==> src/rtl/sdram_dp_pkg.sv <==
package sdram_dp_pkg;

    typedef enum logic [1:0] {
        CMD_NOP   = 2'b00,
        CMD_READ  = 2'b01,
        CMD_WRITE = 2'b10,
        CMD_STOP  = 2'b11
    } cmd_e;

    localparam int LANE_W = 8;

    // Column that follows cur in a burst: aligned wrap for fixed bursts,
    // modulo the column count for page bursts.
    function automatic int unsigned step_col(input int unsigned cur,
                                             input int unsigned cols,
                                             input int unsigned blen,
                                             input logic        page);
        int unsigned base;
        if (page) begin
            return (cur + 1) % cols;
        end
        base = (cur / blen) * blen;
        return base + ((cur + 1) % blen);
    endfunction

    function automatic logic is_access(input cmd_e c);
        return (c == CMD_READ) || (c == CMD_WRITE);
    endfunction

endpackage

==> src/rtl/sdram_cke_sync.sv <==
module sdram_cke_sync (
    input  logic clk,
    input  logic rst,
    input  logic cke,
    output logic tick
);
    // The internal clock runs on an edge only if cke was high on the edge before.
    always_ff @(posedge clk) begin
        if (rst) begin
            tick <= 1'b1;
        end else begin
            tick <= cke;
        end
    end
endmodule

==> src/rtl/sdram_burst_seq.sv <==
module sdram_burst_seq
    import sdram_dp_pkg::*;
#(
    parameter int COLS      = 16,
    parameter int BURST_LEN = 4,
    localparam int COL_W    = $clog2(COLS),
    localparam int CNT_W    = $clog2(BURST_LEN)
) (
    input  logic             clk,
    input  logic             rst,
    input  logic             tick,
    input  cmd_e             cmd,
    input  logic [COL_W-1:0] cmd_col,
    input  logic             page_mode,
    output logic             issue_valid,
    output logic             issue_write,
    output logic             issue_page,
    output logic [COL_W-1:0] issue_col
);
    logic             active_q;
    logic             write_q;
    logic             page_q;
    logic [COL_W-1:0] col_q;
    logic [CNT_W-1:0] cnt_q;
    logic             start;
    logic             cont;
    logic [COL_W-1:0] col_nxt;
    logic             last_beat;

    always_comb begin
        start       = tick && is_access(cmd);
        cont        = tick && active_q && (cmd == CMD_NOP);
        issue_valid = start || cont;
        issue_write = start ? (cmd == CMD_WRITE) : write_q;
        issue_page  = start ? page_mode : page_q;
        issue_col   = start ? cmd_col : col_q;
        col_nxt     = COL_W'(step_col(int'(unsigned'(issue_col)), COLS, BURST_LEN, issue_page));
        last_beat   = !page_q && (cnt_q == CNT_W'(BURST_LEN - 1));
    end

    always_ff @(posedge clk) begin
        if (rst) begin
            active_q <= 1'b0;
            write_q  <= 1'b0;
            page_q   <= 1'b0;
            col_q    <= '0;
            cnt_q    <= '0;
        end else if (tick) begin
            if (start) begin
                active_q <= 1'b1;
                write_q  <= (cmd == CMD_WRITE);
                page_q   <= page_mode;
                col_q    <= col_nxt;
                cnt_q    <= CNT_W'(1);
            end else if (cmd == CMD_STOP) begin
                active_q <= 1'b0;
            end else if (active_q) begin
                col_q <= col_nxt;
                cnt_q <= cnt_q + CNT_W'(1);
                if (last_beat) begin
                    active_q <= 1'b0;
                end
            end
        end
    end
endmodule

==> src/rtl/sdram_cell_array.sv <==
module sdram_cell_array
    import sdram_dp_pkg::*;
#(
    parameter int COLS   = 16,
    parameter int DATA_W = 16,
    localparam int COL_W = $clog2(COLS),
    localparam int LANES = DATA_W / LANE_W
) (
    input  logic              clk,
    input  logic              rst,
    input  logic [LANES-1:0]  lane_we,
    input  logic [COL_W-1:0]  addr,
    input  logic [DATA_W-1:0] wdata,
    output logic [DATA_W-1:0] rdata
);
    logic [DATA_W-1:0] cells_q [COLS];

    assign rdata = cells_q[addr];

    always_ff @(posedge clk) begin
        if (rst) begin
            for (int i = 0; i < COLS; i++) begin
                cells_q[i] <= '0;
            end
        end else begin
            for (int l = 0; l < LANES; l++) begin
                if (lane_we[l]) begin
                    cells_q[addr][l*LANE_W +: LANE_W] <= wdata[l*LANE_W +: LANE_W];
                end
            end
        end
    end
endmodule

==> src/rtl/sdram_read_pipe.sv <==
module sdram_read_pipe
    import sdram_dp_pkg::*;
#(
    parameter int DATA_W = 16,
    localparam int LANES  = DATA_W / LANE_W,
    localparam int STAGES = 2
) (
    input  logic              clk,
    input  logic              rst,
    input  logic              tick,
    input  logic              cas_lat3,
    input  logic [LANES-1:0]  dqm,
    input  logic              in_valid,
    input  logic [DATA_W-1:0] in_data,
    output logic [LANES-1:0]  out_oe,
    output logic [DATA_W-1:0] out_data
);
    typedef struct packed {
        logic              valid;
        logic [DATA_W-1:0] data;
    } rd_beat_t;

    rd_beat_t          stg_q [STAGES];
    rd_beat_t          sel;
    logic [LANES-1:0]  dqm_q;
    logic [LANES-1:0]  lane_show;
    logic [DATA_W-1:0] byte_keep;

    // Latency chain: stage 0 holds the beat fetched on the last tick.
    always_ff @(posedge clk) begin
        if (rst) begin
            stg_q[0] <= '0;
        end else if (tick) begin
            stg_q[0] <= '{valid: in_valid, data: in_data};
        end
    end

    for (genvar s = 1; s < STAGES; s++) begin : g_stage
        always_ff @(posedge clk) begin
            if (rst) begin
                stg_q[s] <= '0;
            end else if (tick) begin
                stg_q[s] <= stg_q[s-1];
            end
        end
    end

    assign sel       = cas_lat3 ? stg_q[STAGES-1] : stg_q[STAGES-2];
    assign lane_show = {LANES{sel.valid}} & ~dqm_q;

    for (genvar l = 0; l < LANES; l++) begin : g_keep
        assign byte_keep[l*LANE_W +: LANE_W] = {LANE_W{lane_show[l]}};
    end

    // Mask sampled on one tick acts on the word loaded at the next tick.
    always_ff @(posedge clk) begin
        if (rst) begin
            dqm_q    <= '0;
            out_oe   <= '0;
            out_data <= '0;
        end else if (tick) begin
            dqm_q    <= dqm;
            out_oe   <= lane_show;
            out_data <= sel.data & byte_keep;
        end
    end
endmodule

==> src/rtl/sdram_burst_path.sv <==
module sdram_burst_path
    import sdram_dp_pkg::*;
#(
    parameter int COLS      = 16,
    parameter int DATA_W    = 16,
    parameter int BURST_LEN = 4,
    localparam int COL_W    = $clog2(COLS),
    localparam int LANES    = DATA_W / LANE_W
) (
    input  logic              clk,
    input  logic              rst,
    input  logic [1:0]        cmd,
    input  logic [COL_W-1:0]  col,
    input  logic              page_mode,
    input  logic              cas_lat3,
    input  logic              cke,
    input  logic [LANES-1:0]  dqm,
    input  logic [DATA_W-1:0] wdata,
    output logic [DATA_W-1:0] rdata,
    output logic [LANES-1:0]  rdata_oe
);
    cmd_e              cmd_t;
    logic              tick;
    logic              issue_valid;
    logic              issue_write;
    logic              issue_page;
    logic [COL_W-1:0]  issue_col;
    logic [LANES-1:0]  lane_we;
    logic [DATA_W-1:0] cell_rd;
    logic              rd_fetch;

    assign cmd_t = cmd_e'(cmd);

    sdram_cke_sync u_cke (
        .clk  (clk),
        .rst  (rst),
        .cke  (cke),
        .tick (tick)
    );

    sdram_burst_seq #(
        .COLS      (COLS),
        .BURST_LEN (BURST_LEN)
    ) u_seq (
        .clk         (clk),
        .rst         (rst),
        .tick        (tick),
        .cmd         (cmd_t),
        .cmd_col     (col),
        .page_mode   (page_mode),
        .issue_valid (issue_valid),
        .issue_write (issue_write),
        .issue_page  (issue_page),
        .issue_col   (issue_col)
    );

    // Write mask acts on the beat it arrives with.
    assign lane_we  = {LANES{issue_valid && issue_write}} & ~dqm;
    assign rd_fetch = issue_valid && !issue_write;

    sdram_cell_array #(
        .COLS   (COLS),
        .DATA_W (DATA_W)
    ) u_cells (
        .clk     (clk),
        .rst     (rst),
        .lane_we (lane_we),
        .addr    (issue_col),
        .wdata   (wdata),
        .rdata   (cell_rd)
    );

    sdram_read_pipe #(
        .DATA_W (DATA_W)
    ) u_rpipe (
        .clk      (clk),
        .rst      (rst),
        .tick     (tick),
        .cas_lat3 (cas_lat3),
        .dqm      (dqm),
        .in_valid (rd_fetch),
        .in_data  (cell_rd),
        .out_oe   (rdata_oe),
        .out_data (rdata)
    );
endmodule

==> config.mk <==
export PLATFORM = sky130hd
export DESIGN_NAME = sdram_burst_path
export DESIGN_NICKNAME = d
export VERILOG_FILES = /design/src/rtl/sdram_dp_pkg.sv /design/src/rtl/sdram_cke_sync.sv /design/src/rtl/sdram_burst_seq.sv /design/src/rtl/sdram_cell_array.sv /design/src/rtl/sdram_read_pipe.sv /design/src/rtl/sdram_burst_path.sv
export SDC_FILE = /design/constraint.sdc
export NUM_CORES = 1
export LEC_CHECK = 0
export ABC_AREA = 1
export BUFFER_PORTS_ARGS = -buffer_cell sky130_fd_sc_hd__buf_4
export CORE_MARGIN = 3
export CORE_UTILIZATION = 40
export DETAILED_ROUTE_END_ITERATION = 10
export PLACE_DENSITY = 0.52
export SYNTH_ARGS = -nofsm -noshare
export SYNTH_HDL_FRONTEND = slang
export SYNTH_SLANG_ARGS = --single-unit
==> constraint.sdc <==
create_clock -name clk -period 7.55 [get_ports clk]
set_clock_uncertainty 0.05 [all_clocks]
set_input_delay 1.51 -clock clk [delete_from_list [all_inputs] [get_ports clk]]
set_output_delay 1.51 -clock clk [all_outputs]
set_load 0.05 [all_outputs]
-- Word-level counts from Yosys, hierarchy flattened
Memory sizes are Yosys's and may differ from the RTL's.
Cells that the tools add are included.
- $add $sub $neg: 3
- equality and inequality tests: 5
- mux-type cells: 33
- bitwise gates (word level): 7
- reduce and logical (&&, ||, !) cells: 14
- operator list (cell ; count):
    17-bit 2-to-1 mux ; 3
    4-bit 2-to-1 mux ; 7
    1-bit 2-to-1 mux ; 18
    16-bit bitwise AND ; 1
    16-bit 2-to-1 mux ; 1
    16-bit OR reduction ; 1
    2-bit 2-to-1 mux ; 4
    2-bit == test (second input constant) ; 3
    1-bit logical AND ; 6
    4-bit by 1-bit adder with 4-bit output (second input constant) ; 1
    4-bit by 2-bit adder with 4-bit output ; 1
    2-bit bitwise AND ; 2
    2-bit NOT ; 2
    3-bit AND reduction ; 1
    2-bit by 1-bit adder with 2-bit output (second input constant) ; 1
    2-bit by 1-bit == test with 1-bit output (second input constant) ; 1
    1-bit zero test ; 2
    2-bit zero test ; 1
    1-bit logical OR ; 2
    2-bit by 1-bit inequality test with 1-bit output (second input constant) ; 1
    1-bit OR ; 2
    2-bit nonzero test ; 1
- bits in registers: 30
- memory bits (writable): 290
- input bits: 29
- memories kept: 2
- memory list (memory ; depth ; width ; read ports ; clocked after Yosys merged registers in ; wr ports ; line ; text):
    u_cells.cells_q ; 16 ; 16 ; 1 ; 0 ; 16 ; sdram_cell_array.sv:16 ; logic [DATA_W-1:0] cells_q [COLS];
    u_rpipe.stg_q ; 2 ; 17 ; 2 ; 0 ; 2 ; sdram_read_pipe.sv:23 ; rd_beat_t stg_q [STAGES];

-- Depth between registers and ports, before layout
Gate-level depths: netlist of run 1.
- depth after elaboration: 11
- mapped depth: 16
- depth with buffers taken out: 13

-- Modules after synthesis
Synthesis of run 1 repeated with hierarchy kept, for this count alone.
- cell total of the unflattened synthesis: 1751
- area, all modules: 15343.5 um2
- modules (own cells, without submodules) (module ; instances ; cells each ; area each (um2)):
    sdram_cell_array ; 1 ; 1404 ; 12353.1
    sdram_read_pipe ; 1 ; 249 ; 2299.7
    sdram_burst_seq ; 1 ; 89 ; 640.6
    sdram_cke_sync ; 1 ; 4 ; 31.3
    sdram_burst_path ; 1 ; 5 ; 18.8

-- Worst setup path before layout of run 1
OpenSTA, ideal clock, no wires.
- path type: input -> register
- start point: input cmd[0]
- end point: memory u_cells.cells_q[10][0] (enable)
- setup time: 0.329 ns
- data arrival time: 3.368 ns
- data required time: 7.171 ns
- slack: 3.803 ns
- stages on the path: 12
- buffers on the path: 3
- cells stage by stage: inv_1 ha_1 buf_2 nand2_2 buf_4 nand2_1 nand2_1 nand2_2 nor3_4 buf_4 nand3_2 nand2_1
- RTL lines (item ; line ; text):
    start: declaration ; sdram_burst_path.sv:12 ; input logic [1:0] cmd,
    end: declaration ; sdram_cell_array.sv:16 ;

==> results.py, run 1 <==
metrics = {
    "run_status": {
        "outcome": "completed",
    },
    "global_routing": {
        "overflow": 0,
        "grt_pass1_wl_um": 61300,
        "grt_max_degree": 97,
        "antenna_found_initial": 0,
        "first_global_vias": 10600,
        "grt_use_total": 0.203,
    },
    "finish": {
        "insertedDiodeCount": 0,
        "final_cell_area_mm2": 0.0168,
        "fin_util": 0.457,
        "nets": 1693,
        "areaGrowthSynthToFinish_pct": 12.2,
        "drive_gt1_frac": 0.0992,
    },
    "setup_path": {
        "crit_buf_inv": 3,
        "reg2reg_depth": 6,
        "cp-end-kind": "flip-flop",
        "crit_cells": 9,
        "rrSetupSlack_ns": 3.62,
        "cp.arrival_ns": 4.93,
        "r2r-start": "u_cke.tick",
        "critPathTopFamily": "simple AND/OR/NAND/NOR gates",
        "crit_chain": "buf_4 > inv_1 > ha_1 > nand2_2 > o21ai_4 > inv_2 > nor2_4 > nand3_2 > nand2_1",
        "crit_fanout": 35,
        "timing.critical_path.slowest_stage_cell": "o21ai_4",
        "critPathMaxStageDelay_ns": 0.86,
        "cp-endpoint": "u_cells.cells_q[13][7]",
        "rr_endpoint": "u_cells.cells_q[13][7]",
        "cp-start-kind": "input pin",
        "crit_required_ns": 7.68,
        "path_class": "input pin to flip-flop",
        "startpoint": "cmd[0]",
    },
    "timing": {
        "period_share": 0.635,
        "setup_violations": 0,
        "timing.final.ws_setup_ns": 2.75,
        "max_freq_ghz": 0.208,
        "tightest_slew_ns": 1.02,
        "rsz0062_at_grt": "false",
        "tns_ns": 0,
        "hold_viol_final": 0,
        "final-max-slew-violation-count": 0,
        "relSlewSlack": 0.323,
        "finalCriticalPeriod_ns": 4.80,
    },
    "hold_path": {
        "hold_path.class": "flip-flop to flip-flop",
    },
    "floorplan": {
        "die-area_mm2": 0.0397,
        "die_w_um": 199,
        "core-area_mm2": 0.0367,
        "initial_core_util": 0.408,
        "rows": 70,
        "io_pins": 47,
        "die_y_um": 199,
    },
    "placement": {
        "port_buffers": 46,
        "gp_congestion": 0.815,
        "preCtsSetupSlack_ns": 2.22,
        "place.detailed.hpwl_um": 24800,
        "placed_cell_area_mm2": 0.0156,
    },
    "cts": {
        "ctsResizeCount": 0,
        "root_buffer": "clkbuf_16",
        "clk_latency_ns": 0.52,
        "clk_path_buf_depth": 3,
        "h-tree-depth": 2,
        "clkTransAtPathRegs_ns": 0.06,
        "cts_setup_buffers": 0,
        "cts.sinks": 320,
        "cts_tree": "built",
        "cts_buffers": 37,
        "cts.hold.buffers_added": 0,
    },
    "synthesis": {
        "yosys_warnings": 0,
        "ys_types": 30,
        "yosys.area.top_type": "edfxtp_1",
        "synth_most_common_cell": "nand2_1",
        "synth-seq-area-share": 0.622,
        "async_flop_share": 0,
        "syn_area_mm2": 0.0150,
        "synth.top_cell.area_share": 0.582,
        "synth_nets": 1689,
        "yosys-top-cells-count": "nand2_1, nor2_1, edfxtp_1",
        "synth-edff-count": 290,
        "syn_area_per_cell_um2": 9.04,
        "synthCells": 1655,
        "netlist_top_cells_area": "edfxtp_1, nand2_1, nor2_1",
        "synth_ff_type": "edfxtp_1",
        "ys_ff_latch": 320,
    },
    "power_and_ir_drop": {
        "p_per_area_mw_per_mm2": 258,
        "p_leak_nw": 7.34,
        "peakVddDrop_uv": 143,
    },
    "detailed_routing": {
        "dr.pass1.iters": 5,
        "dr_total_vias": 11000,
        "drt-initial-drc-count": 792,
        "drt-total-wl_um": 40300,
        "drc_errors": 0,
        "viasPerCell": 5.13,
        "routedWlPerCell_um": 18.7,
        "antenna_left": 0,
    },
    "job": {
        "max-cap-violations": 0,
    },
}
## area by class of cell
class / instances / area [µm²]
fill: 3546 / 19900
sequential: 320 / 9310
multi-input combinational: 1184 / 5070
clock buffer: 38 / 930
tap: 468 / 586
timing repair buffer: 60 / 450
clock inverter: 26 / 219
inverter: 56 / 210
## sequential cells by signal, indices dropped and copies added, names as in the netlist, 2 cells and up
name              cells
u_rpipe.out_oe        2
u_rpipe.stg_q        34
u_seq.col_q           4
u_cells.cells_q     256
u_rpipe.dqm_q         2
u_rpipe.out_data     16
u_seq.cnt_q           2
## per-stage QoR
stage | power, mW | hold slack (ns) | instances
5_1_grt | 4.50 | 0.451 | 2152
3_3_place_gp | 2.65 | 0.410 | 2088
6_report | 4.33 | 0.421 | 2152
2_1_floorplan | 2.45 | 0.393 | 1655
3_5_place_dp | 2.65 | 0.416 | 2088
4_1_cts | 4.37 | 0.427 | 2152
## worst min-delay path by stage
stage	startpoint	to	slack, ns	depth (start not counted)
after CTS	u_rpipe.out_oe[0]	u_rpipe.out_oe[0]	0.43	2
after detailed placement	u_rpipe.out_oe[0]	u_rpipe.out_oe[0]	0.42	2
final	u_rpipe.out_oe[1]	u_rpipe.out_oe[1]	0.42	2
after floorplan	u_seq.cnt_q[1]	u_seq.cnt_q[1]	0.39	2
after global routing	u_seq.cnt_q[1]	u_seq.cnt_q[1]	0.45	2
after global placement	u_rpipe.out_oe[1]	u_rpipe.out_oe[1]	0.41	2
## power breakdown
part | switching (mW) | leakage [nW] | internal [mW] | total [mW]
combinational | 0.442 | 3.49 | 0.132 | 0.574
sequential | 0.0253 | 3.28 | 2.01 | 2.03
clock | 0.718 | 0.562 | 1.00 | 1.72
total | 1.19 | 7.34 | 3.14 | 4.33
## layout by cell type, fill, tap and decap left out, drive strengths merged, types with 3 or more instances in the layout
cell,Yosys,layout
clkinv,1,19
nor3,3,3
buf,36,60
o21ai,43,43
nand2,619,619
dfxtp,30,30
bufinv,0,3
nand3,184,184
a21oi,5,5
inv,55,58
clkbuf,59,38
nor2,316,316
edfxtp,290,290
ha,5,5
## metal layers
layer	GRT usage	up-vias	share of wire
li1	-	5421	-
met1	0.288	5213	0.46
met2	0.326	346	0.46
met3	0.0309	59	0.062
met4	0.0628	0	0.026
met5	0	-	0
## logic make-up (layout without fill, tap and decap cells)
| logic type | Yosys count | after routing | synth area share |
|---|---|---|---|
| adders and majority gates | 5 | 5 | 0.00418 |
| DFF | 320 | 320 | 0.622 |
| AOI/OAI and AO/OA | 53 | 53 | 0.0186 |
| buffers and inverters | 151 | 180 | 0.0407 |
| and+or+nand+nor | 1126 | 1126 | 0.314 |
## worst reg2reg max path: stages (launching register included)
cell and delay, ns:
dfxtp_1 0.62, nand2_2 0.34, o21ai_4 0.86, inv_2 0.54, nor2_4 0.55, nand3_2 0.29, nand2_1 0.35
No activity file was read; power rests on OpenSTA's default activity.
==> inputs of run 2 (changes only) <==
Settings changed: PLACE_DENSITY 0.52 to 0.54.
Clock period 7.55 ns to 4 ns, I/O delays scaled along.
==> results.py, run 2 (synthesis results as in run 1) <==
metrics = {
    "timing": {
        "final-max-slew-violation-count": 0,
        "relSlewSlack": 0.353,
        "rsz0062_at_grt": "false",
        "finalCriticalPeriod_ns": 3.26,
        "tns_ns": 0,
        "tightest_slew_ns": 0.970,
        "max_freq_ghz": 0.307,
        "setup_violations": 0,
        "hold_viol_final": 0,
        "period_share": 0.816,
    },
    "floorplan": {
        "die_w_um": 199,
        "rows": 70,
        "core-area_mm2": 0.0367,
        "initial_core_util": 0.408,
        "io_pins": 47,
        "die_y_um": 199,
        "die-area_mm2": 0.0397,
    },
    "cts": {
        "clk_path_buf_depth": 3,
        "root_buffer": "clkbuf_16",
        "clkTransAtPathRegs_ns": 0.06,
        "cts.hold.buffers_added": 0,
        "cts_setup_buffers": 0,
        "h-tree-depth": 2,
        "cts_tree": "built",
        "ctsResizeCount": 0,
        "cts_buffers": 37,
        "cts.sinks": 320,
        "clk_latency_ns": 0.51,
    },
    "setup_path": {
        "startpoint": "cmd[0]",
        "r2r-start": "u_cke.tick",
        "critPathMaxStageDelay_ns": 0.58,
        "rr_endpoint": "u_cells.cells_q[11][13]",
        "path_class": "input pin to flip-flop",
        "timing.critical_path.slowest_stage_cell": "o21ai_0",
        "cp-end-kind": "flip-flop",
        "cp-start-kind": "input pin",
        "reg2reg_depth": 7,
        "crit_fanout": 17,
        "crit_required_ns": 4.11,
        "crit_buf_inv": 4,
        "critPathTopFamily": "simple AND/OR/NAND/NOR gates",
        "crit_chain": "buf_4 > inv_1 > ha_1 > nand2_2 > o21ai_0 > inv_1 > nor2_2 > buf_4 > nand3_2 > nand2_1",
        "rrSetupSlack_ns": 0.91,
        "cp.arrival_ns": 3.37,
    },
    "finish": {
        "insertedDiodeCount": 0,
        "fin_util": 0.460,
        "regMostFlops": "u_cells.cells_q",
        "areaGrowthSynthToFinish_pct": 12.9,
        "nets": 1709,
        "regArea_mm2": 0.00931,
        "final_common_cell": "nand2_1",
        "drive_gt1_frac": 0.103,
        "top_regs": "u_cells.cells_q (256), u_rpipe.stg_q (34), u_rpipe.out_data (16)",
        "mostFrequentLayoutCells": "nand2_1, nor2_1, edfxtp_1",
        "nFillCells": 3550,
        "layout.cells.non_filler": 2168,
        "largest_reg_flops": 256,
        "multi_input_comb_area_mm2": 0.00507,
    },
    "power_and_ir_drop": {
        "p_per_area_mw_per_mm2": 478,
        "p_leak_nw": 7.40,
        "peakVddDrop_uv": 233,
    },
    "job": {
        "max-cap-violations": 0,
    },
    "detailed_routing": {
        "drt-total-wl_um": 39800,
        "drt-initial-drc-count": 972,
        "drc_errors": 0,
        "dr_total_vias": 11100,
        "viasPerCell": 5.14,
        "antenna_left": 0,
        "dr.pass1.iters": 5,
        "routedWlPerCell_um": 18.3,
    },
    "run_status": {
        "outcome": "completed",
    },
    "global_routing": {
        "antenna_found_initial": 0,
        "grt_pass1_wl_um": 62000,
        "first_global_vias": 11000,
        "grt_use_total": 0.202,
        "overflow": 0,
        "grt_max_degree": 74,
    },
    "hold_path": {
        "holdPathEnd": "u_seq.cnt_q[1]",
        "min_from": "u_seq.cnt_q[1]",
        "hold_depth": 2,
        "hold_path.class": "flip-flop to flip-flop",
    },
    "placement": {
        "gp_congestion": 0.864,
        "place.detailed.hpwl_um": 25200,
        "dp.cells": 2104,
        "port_buffers": 46,
    },
}
run 2: worst max-delay path by stage:
stage / to / slack, ns / cells past startpoint
6_report: u_cells.cells_q[11][13] / 0.74 / 10
5_1_grt: u_cells.cells_q[8][15] / 0.57 / 10
4_1_cts: u_cells.cells_q[11][13] / 0.79 / 10
3_5_place_dp: u_cells.cells_q[11][9] / 0.28 / 10
3_3_place_gp: u_cells.cells_q[9][12] / 0.34 / 10
2_1_floorplan: u_cells.cells_q[10][0] / 0.96 / 12
run 2: cell type report:
type	count	share of cell area
timing repair buffer	76	0.0360
tap	468	0.0347
clock buffer	51	0.0611
inverter	56	0.0125
clock inverter	13	0.00348
sequential	320	0.552
multi-input combinational	1184	0.301
run 2: worst register-to-register path: cells and delay by family, from the launching register on:
family                 cells  cell delay [ns]
and+or+nand+nor            4             1.04
DFF                        1             0.61
AOI/OAI and AO/OA          1             0.59
buffers and inverters      2             0.46
run 2: report_power, final:
group	switching, mW	total (mW)	internal [mW]
Sequential	0.0454	3.83	3.79
Combinational	0.847	1.13	0.285
Clock	1.30	3.10	1.80
Total	2.20	8.07	5.87
run 2: per-layer routing:
metal,vias to the layer above,wire [µm],track usage,part of all wire
met1,5295,18600,0.290,0.47
met4,0,830,0.0517,0.021
met3,57,2260,0.0287,0.057
met2,342,18100,0.326,0.45
met5,-,0,0,0
li1,5450,-,-,-
run 2: stage by stage:
| stage | power [mW] | hold slack, ns | worst slack [ns] | cell area [µm²] |
|---|---|---|---|---|
| after global placement | 5.03 | 0.408 | 0.342 | 15800 |
| after detailed placement | 5.04 | 0.412 | 0.278 | 15800 |
| after CTS | 8.13 | 0.406 | 0.791 | 16900 |
| after floorplan | 4.62 | 0.393 | 0.963 | 15000 |
| after global routing | 8.40 | 0.426 | 0.570 | 16900 |
| final | 8.07 | 0.420 | 0.738 | 16900 |
